File: src/rtl/spdif_tx_pkg.sv
package spdif_tx_pkg;

  localparam int SMP_W       = 16;
  localparam int SLOT_CNT    = 32;
  localparam int CELLS_SUB   = 2 * SLOT_CNT;
  localparam int CELLS_FRM   = 2 * CELLS_SUB;
  localparam int CELL_W      = $clog2(CELLS_FRM);
  localparam int SUB_W       = $clog2(CELLS_SUB);
  localparam int SLOT_W      = $clog2(SLOT_CNT);
  localparam int SYNC_CELLS  = 8;
  localparam int FIRST_SLOT  = SYNC_CELLS / 2;
  localparam int VAL_SLOT    = SLOT_CNT - 4;
  localparam int AUD_SLOT    = VAL_SLOT - SMP_W;
  localparam int PAR_SLOT    = SLOT_CNT - 1;

  typedef enum logic [1:0] {
    SYNC_BLOCK = 2'd0,
    SYNC_LEFT  = 2'd1,
    SYNC_RIGHT = 2'd2
  } sync_kind_t;

  // Cell pattern of a synchronisation field, first cell in the MSB.
  function automatic logic [SYNC_CELLS-1:0] sync_cells(input sync_kind_t kind);
    case (kind)
      SYNC_BLOCK: return 8'b1110_1000;
      SYNC_LEFT:  return 8'b1110_0010;
      default:    return 8'b1110_0100;
    endcase
  endfunction

  // Slot contents of one subframe, indexed by slot number.
  function automatic logic [SLOT_CNT-1:0] slot_word(input logic [SMP_W-1:0] smp,
                                                    input logic not_valid);
    logic [SLOT_CNT-1:0] w;
    w = '0;
    w[AUD_SLOT +: SMP_W] = smp;
    w[VAL_SLOT]          = not_valid;
    w[PAR_SLOT]          = ^w[PAR_SLOT-1:FIRST_SLOT];
    return w;
  endfunction

  // Biphase-mark cell from the previous cell level.
  function automatic logic bmc_cell(input logic prev, input logic bit_v,
                                    input logic second);
    return second ? (prev ^ bit_v) : ~prev;
  endfunction

endpackage

File: src/rtl/spdif_cell_seq.sv
module spdif_cell_seq
  import spdif_tx_pkg::*;
#(
  parameter int BLOCK_FRAMES = 192,
  localparam int FW = (BLOCK_FRAMES > 1) ? $clog2(BLOCK_FRAMES) : 1
) (
  input  logic              clk,
  input  logic              rst_n,
  input  logic              cell_en,
  output logic [CELL_W-1:0] cell_idx,
  output logic              frame_start,
  output logic              sub_start,
  output logic              is_right,
  output logic              blk_frame
);

  logic [FW-1:0] frame_idx;
  logic          frame_last;
  logic          cell_last;

  assign cell_last   = (cell_idx == CELL_W'(CELLS_FRM - 1));
  assign frame_last  = (frame_idx == FW'(BLOCK_FRAMES - 1));
  assign frame_start = cell_en && (cell_idx == '0);
  assign sub_start   = cell_en && (cell_idx[SUB_W-1:0] == '0);
  assign is_right    = cell_idx[CELL_W-1];
  assign blk_frame   = (frame_idx == '0);

  always_ff @(posedge clk) begin
    if (!rst_n) begin
      cell_idx  <= '0;
      frame_idx <= '0;
    end else if (cell_en) begin
      cell_idx <= cell_idx + 1'b1;
      if (cell_last) begin
        frame_idx <= frame_last ? '0 : frame_idx + 1'b1;
      end
    end
  end

endmodule

File: src/rtl/spdif_pair_hold.sv
module spdif_pair_hold
  import spdif_tx_pkg::*;
(
  input  logic             clk,
  input  logic             rst_n,
  input  logic             in_valid,
  output logic             in_ready,
  input  logic [SMP_W-1:0] in_left,
  input  logic [SMP_W-1:0] in_right,
  input  logic             frame_start,
  output logic [SMP_W-1:0] tx_left,
  output logic [SMP_W-1:0] tx_right,
  output logic             tx_live,
  output logic             pair_take
);

  logic             hold_v;
  logic [SMP_W-1:0] hold_l;
  logic [SMP_W-1:0] hold_r;
  logic             accept;

  assign in_ready  = !hold_v;
  assign accept    = in_valid && in_ready;
  assign pair_take = frame_start && hold_v;

  always_ff @(posedge clk) begin
    if (!rst_n) begin
      hold_v <= 1'b0;
      hold_l <= '0;
      hold_r <= '0;
    end else if (accept) begin
      hold_v <= 1'b1;
      hold_l <= in_left;
      hold_r <= in_right;
    end else if (pair_take) begin
      hold_v <= 1'b0;
    end
  end

  always_ff @(posedge clk) begin
    if (!rst_n) begin
      tx_live  <= 1'b0;
      tx_left  <= '0;
      tx_right <= '0;
    end else if (frame_start) begin
      tx_live  <= hold_v;
      tx_left  <= hold_v ? hold_l : '0;
      tx_right <= hold_v ? hold_r : '0;
    end
  end

endmodule

File: src/rtl/spdif_bmc_line.sv
module spdif_bmc_line
  import spdif_tx_pkg::*;
(
  input  logic                clk,
  input  logic                rst_n,
  input  logic                cell_en,
  input  logic [CELL_W-1:0]   cell_idx,
  input  sync_kind_t          sync_kind,
  input  logic [SLOT_CNT-1:0] word,
  output logic                line_q,
  output logic                slot_head
);

  logic [SUB_W-1:0]      pos;
  logic [SLOT_W-1:0]     slot;
  logic [SYNC_CELLS-1:0] pat;
  logic                  in_sync;
  logic                  nxt;

  assign pos       = cell_idx[SUB_W-1:0];
  assign slot      = pos[SUB_W-1:1];
  assign in_sync   = (pos < SUB_W'(SYNC_CELLS));
  assign pat       = sync_cells(sync_kind);
  assign slot_head = cell_en && !in_sync && !pos[0];

  always_comb begin
    if (in_sync) begin
      nxt = pat[3'(SYNC_CELLS - 1) - pos[2:0]];
    end else begin
      nxt = bmc_cell(line_q, word[slot], pos[0]);
    end
  end

  always_ff @(posedge clk) begin
    if (!rst_n) begin
      line_q <= 1'b0;
    end else if (cell_en) begin
      line_q <= nxt;
    end
  end

endmodule

File: src/rtl/spdif_tx.sv
module spdif_tx
  import spdif_tx_pkg::*;
#(
  parameter int BLOCK_FRAMES = 192
) (
  input  logic             clk,
  input  logic             rst_n,
  input  logic             cell_en,
  input  logic             smp_valid,
  output logic             smp_ready,
  input  logic [SMP_W-1:0] smp_left,
  input  logic [SMP_W-1:0] smp_right,
  input  logic             mute,
  output logic             line_out
);

  logic [CELL_W-1:0]   cell_idx;
  logic                frame_start;
  logic                sub_start;
  logic                is_right;
  logic                blk_frame;
  logic [SMP_W-1:0]    tx_left;
  logic [SMP_W-1:0]    tx_right;
  logic                tx_live;
  logic                pair_take;
  logic                mute_sub;
  logic                slot_head;
  sync_kind_t          sync_kind;
  logic [SLOT_CNT-1:0] word;

  spdif_cell_seq #(.BLOCK_FRAMES(BLOCK_FRAMES)) seq_i (
    .clk         (clk),
    .rst_n       (rst_n),
    .cell_en     (cell_en),
    .cell_idx    (cell_idx),
    .frame_start (frame_start),
    .sub_start   (sub_start),
    .is_right    (is_right),
    .blk_frame   (blk_frame)
  );

  spdif_pair_hold hold_i (
    .clk         (clk),
    .rst_n       (rst_n),
    .in_valid    (smp_valid),
    .in_ready    (smp_ready),
    .in_left     (smp_left),
    .in_right    (smp_right),
    .frame_start (frame_start),
    .tx_left     (tx_left),
    .tx_right    (tx_right),
    .tx_live     (tx_live),
    .pair_take   (pair_take)
  );

  // Validity flag is frozen for a whole subframe so parity stays consistent.
  always_ff @(posedge clk) begin
    if (!rst_n) begin
      mute_sub <= 1'b0;
    end else if (sub_start) begin
      mute_sub <= mute;
    end
  end

  always_comb begin
    if (is_right)       sync_kind = SYNC_RIGHT;
    else if (blk_frame) sync_kind = SYNC_BLOCK;
    else                sync_kind = SYNC_LEFT;
  end

  assign word = slot_word(is_right ? tx_right : tx_left, mute_sub);

  spdif_bmc_line line_i (
    .clk       (clk),
    .rst_n     (rst_n),
    .cell_en   (cell_en),
    .cell_idx  (cell_idx),
    .sync_kind (sync_kind),
    .word      (word),
    .line_q    (line_out),
    .slot_head (slot_head)
  );

endmodule

File: config.mk
export PLATFORM = sky130hd
export DESIGN_NAME = spdif_tx
export DESIGN_NICKNAME = d
export VERILOG_FILES = /design/src/rtl/spdif_tx_pkg.sv /design/src/rtl/spdif_cell_seq.sv /design/src/rtl/spdif_pair_hold.sv /design/src/rtl/spdif_bmc_line.sv /design/src/rtl/spdif_tx.sv
export SDC_FILE = /design/constraint.sdc
export NUM_CORES = 1
export LEC_CHECK = 0
export ABC_AREA = 1
export BUFFER_PORTS_ARGS = -buffer_cell sky130_fd_sc_hd__buf_2
export CORE_UTILIZATION = 64
export CTS_CLUSTER_DIAMETER = 100
export CTS_CLUSTER_SIZE = 20
export DETAILED_ROUTE_END_ITERATION = 7
export PLACE_DENSITY = 0.89
export SLEW_MARGIN = 30
export SYNTH_ARGS = -nofsm -noshare
export SYNTH_HDL_FRONTEND = slang
export SYNTH_SLANG_ARGS = --single-unit
File: constraint.sdc
create_clock -name clk -period 3.2 [get_ports clk]
set_input_delay 0.64 -clock clk [delete_from_list [all_inputs] [get_ports clk]]
set_output_delay 0.64 -clock clk [all_outputs]
set_load 0.02 [all_outputs]
[Word-level counts from Yosys, hierarchy flattened]
Cells that the tools add are included.
Operators by class
  $add $sub $neg: 3
  multiplexer cells: 15
  eq/ne operators: 3
  bitwise gates (word level): 2
  order comparisons: 3
  reduce and logical (&&, ||, !) cells: 12
Operators with widths (count)
  $mux W16: 3
  $reduce_xor A27 Y1: 1
  $add A8 B1 Y8 const B: 1
  $eq A8 B8 Y1 const B: 1
  $logic_not A8 Y1: 1
  $mux W8: 1
  $pmux W4 S2: 1
  $add A7 B1 Y7 const B: 1
  $eq A7 B7 Y1 const B: 1
  $logic_not A7 Y1: 1
  $mux W1: 7
  $logic_not A6 Y1: 1
  $lt A5 B6 Y1 const B: 1
  $lt A6 B4 Y1 const B: 1
  $bmux W1 S5: 1
  $logic_and A1 B1 Y1: 4
  $lt A3 B4 Y1 const B: 1
  $bmux W1 S3: 1
  $sub A3 B3 Y3 const A: 1
  $eq A2 B1 Y1 const B: 1
  $logic_not A2 Y1: 1
  $mux W2: 1
  $reduce_and A2 Y1: 1
  $reduce_bool A2 Y1: 1
  other kinds (3): 3
Storage, ports and cells
  word-level logic and storage cells: 47
  output and inout bits: 2
  register bits: 82
  input bits: 37

[Logic depth before layout (Yosys ltp)]
  depth after elaboration: 8
  mapped depth: 23
  depth with buffers taken out: 22

[Cells and area by module]
A second synthesis with hierarchy kept.
Second synthesis, totals
  cell total of the unflattened synthesis: 808
  area, all modules: 4986.0 µm²
By module, submodules not included
  spdif_pair_hold: times used 1, seq. area each 1321.3 µm², cells an instance 361, area an instance 2667.6 µm²
  spdif_cell_seq: times used 1, seq. area each 300.3 µm², cells an instance 133, area an instance 912.1 µm²
  spdif_tx: times used 1, seq. area each 20.0 µm², cells an instance 186, area an instance 847.1 µm²
  spdif_bmc_line: times used 1, seq. area each 20.0 µm², cells an instance 128, area an instance 559.3 µm²

[Worst setup path before layout]
No wires, ideal clock.
  path kind: input to register
  start point: input port cell_en
  end point: register seq_i.frame_idx[7]
  arrival: 1.844 ns
  setup time: 0.124 ns
  stages: 11
  buffers on the path: 0
  setup slack: 1.233 ns
  data required time: 3.076 ns
  cells stage by stage: nand2_1 nor3_2 nand2_1 nor2_2 nand2_2 nor3_2 inv_1 nor3_2 nand2_1 o31ai_4 nor3_1
On the way
  word-level cells in the longest chain between the ends: 1
RTL lines
  from (decl): line spdif_tx.sv:8  | input logic cell_en,
  $reduce_and A2 Y1 (no line)
  to (signal assigned): line spdif_cell_seq.sv:35  | frame_idx <= frame_last ? '0 : frame_idx + 1'b1;
  to (decl): line spdif_cell_seq.sv:17  | logic [FW-1:0] frame_idx;
No other way between the ends.
A chain may end at the register's enable or synchronous reset.

[Final worst setup path]
  start point: register seq_i.cell_idx[1]
  end point: register seq_i.frame_idx[7]
On the way
  word-level cells in the longest chain between the ends: 2
RTL lines
  from (decl): line spdif_cell_seq.sv:10  | output logic [CELL_W-1:0] cell_idx,
  from (signal assigned): line spdif_cell_seq.sv:33  | cell_idx <= cell_idx + 1'b1;
  $eq A7 B7 Y1: line spdif_cell_seq.sv:21  | assign cell_last = (cell_idx == CELL_W'(CELLS_FRM - 1));
  $reduce_and A2 Y1 (no line)
No other way between the ends.

==> run summary <==
status: finished clean
post-layout util: 73.9%
total of warnings raised by yosys: 0
CP Max Fanout: 8
Clock Sink Count: 82
startpoint types: register
number of global-route vias before repair: 3567
fin cells: 732
total number of vias: 3986
Max Buffers Root-to-Sink: 2
power per standard cell area: 451 nW/µm²
post-synth cell types: 31
crit path cell chain: ha_1, nand2_1, nor3_2, nand2_1, nor2_2, nand2_2, inv_2, nand4_1, nor3_2, inv_1, nor2_2, inv_1, nor3_1, nor3_1
Avg Synthesized Cell Area: 6.52 µm²
Die Ht: 81.8 µm
Total GRT Usage: 29.7%
xor and xnor area share after synthesis: 0.430%
Area growth syn-to-layout: 9.17%
FMAX: 0.427 GHz
Worst Hold Class: register to register
global-route wire length before repair: 15.4 mm
RSZ-0062 raised after global routing: false
Static Leak: 1.87 nW
Synth Instances: 625
CTS H-tree lvls: 3
CTS tree: built
final hold slack: 0.474 ns
GRT Residual Overflow: 0
Post-CTS Setup Repair Bufs: 0
Num CTS Buffers: 9
DR vias/cell: 5.45
ratio of cells with drive above 1 in the final layout: 12.0%
pin count of the biggest net entering global routing: 44
CP delay by family, top: simple AND/OR/NAND/NOR gates
final hold viol count: 0
Placement Rows: 28
worst clock skew: 0.0130 ns
Final ANT Viol Nets: 0
Post-CTS Resized: 0
Final nets: 694
Setup-failing EPs final: 0
placed insts: 716
flops & latches, synth: 82
clk slew on worst S/H paths: 0.08 ns
CORE AREA: 6030 µm²
Critical Path RT: 3.45 ns
root buf cell: clkbuf_8
main combinational cell family by area after synthesis: simple AND/OR/NAND/NOR gates
Initial Utilization: 67.7%
Routed WL: 9.04 mm
IO buf count: 38
initial antenna violation count: 0
Residual DRC: 0
IO Pins: 39
CP max stage delay: 0.55 ns
sequential share of the synthesized area: 40.3%
Final Wtd Congestion: 0.861
Final TNS setup: 0 ns
Period minus WS final: 2.34 ns
most frequent cells in the layout: nand2_1 (193), dfxtp_1 (82), nor2_1 (77), inv_1 (54)
Die X: 81.8 µm
DP HPWL: 6.43 mm
commonest non-fill, non-tap cell in the layout: nand2_1
Crit path buffers/inverters: 3
Synth Net Count: 667
Simple-Gate Fraction of Synth Area: 33.1%
critical path arrival: 2.59 ns
die area: 6690 µm²
pins over their slew limit: 0
critical path type: register to register
Slowest-stage cell, CP: dfxtp_1
synthesized cell area: 4080 µm²
number of max-cap violations: 0
VDD IR max: 0.412 mV
Tightest Pin Transition: 0.921 ns
drt wl/cell: 12.3 µm
Tcrit/Tclk final: 73.1%
Worst-Skew Late Latency: 0.36 ns
complex-gate fraction of the synthesized area: 15.7%
drt pass-1 iters: 5
mux cell area share after synthesis: 0%
antenna cell count: 0
First DRT Iteration DRCs: 211
Post-Synth Adder-Cell Area: 1.53%
CTS Hold Bufs: 0
Rel. slew slack: 38.6%
CP endpoint kind: register
[cells in the mapped netlist]
cell      instances  area (µm²)
dfxtp_1          82        1640
clkinv_1          1        3.75
nor3_1            5        25.0
buf_2             1        5.00
buf_4             1        7.51
o211ai_1          4        30.0
clkbuf_1         22        82.6
a21oi_1          51         255
nand3_2           2        20.0
a31oi_1           1        6.26
buf_6             4        45.0
nor3b_1           2        15.0
o31ai_1           1        7.51
nand4_1           3        18.8
inv_2             4        15.0
nor3_2            4        40.0
buf_1             1        3.75
nand3_1          38         190
ha_1              5        62.6
nand2_2           1        6.26
nor2_1           78         293
nor2_2            3        18.8
nand2_1         193         724
o21a_1            1        7.51
o21ai_2           2        17.5
o21ai_0          51         255
a21oi_2           1        8.76
o31ai_4           1        21.3
o21ai_1           6        30.0
inv_1            54         203
xor2_1            2        17.5
[per-layer routing]
metal	up-vias	track usage, %	share of wire (%)
li1	2051	-	-
met1	1784	36.4	46
met2	122	49.3	46
met3	29	6.11	5.0
met4	0	14.7	2.7
met5	-	0	0
[worst register-to-register path: stages (launching register included)]
cell and delay [ns]:
dfxtp_1 0.55, ha_1 0.23, nand2_1 0.09, nor3_2 0.15, nand2_1 0.11, nor2_2 0.13
nand2_2 0.11, inv_2 0.09, nand4_1 0.15, nor3_2 0.15, inv_1 0.09, nor2_2 0.11
inv_1 0.06, nor3_1 0.15, nor3_1 0.07
[path summary, 6_finish.rpt]
| check | from | end | slack (ns) | cells past startpoint |
|---|---|---|---|---|
| max | seq_i.cell_idx[1] | seq_i.frame_idx[7] | 0.86 | 14 |
| min | hold_i.tx_right[6] | hold_i.tx_right[6] | 0.47 | 2 |
| max reg2reg | seq_i.cell_idx[1] | seq_i.frame_idx[7] | 0.86 | 14 |
| min reg2reg | hold_i.tx_right[6] | hold_i.tx_right[6] | 0.47 | 2 |
[cell type report]
type / count / area (µm²)
sequential: 82 / 1640
tap: 75 / 93.8
timing repair buffer: 45 / 243
clock inverter: 5 / 37.5
inverter: 59 / 221
clock buffer: 11 / 141
multi-input combinational: 455 / 2070
fill: 498 / 1570
[power by group]
group	internal [mW]	switching (mW)
clock network	0.306	0.383
registers	1.07	0.0315
logic	0.0764	0.143
total	1.45	0.557
[per-stage QoR]
step                      total power, mW  setup WS, ns  area (µm²)
after detailed placement             1.34         0.907        4270
after floorplan                      1.27          1.23        4080
after global placement               1.33          1.01        4270
after CTS                            2.01         0.880        4450
after global routing                 2.09         0.531        4450
final                                2.01         0.860        4450
[logic make-up after synthesis]
logic type	count (synthesis)
AOI/OAI and AO/OA	119
xor gates and xnor gates	2
adders and majority gates	5
buffers and inverters	88
DFF	82
and+or+nand+nor	329
[sequential cells by signal (all words and copies together), names as in the netlist, 7 cells and up]
register,flops
hold_i.hold_r,16
seq_i.frame_idx,8
seq_i.cell_idx,7
hold_i.hold_l,16
hold_i.tx_right,16
hold_i.tx_left,16
No activity file was read; power rests on OpenSTA's default activity.
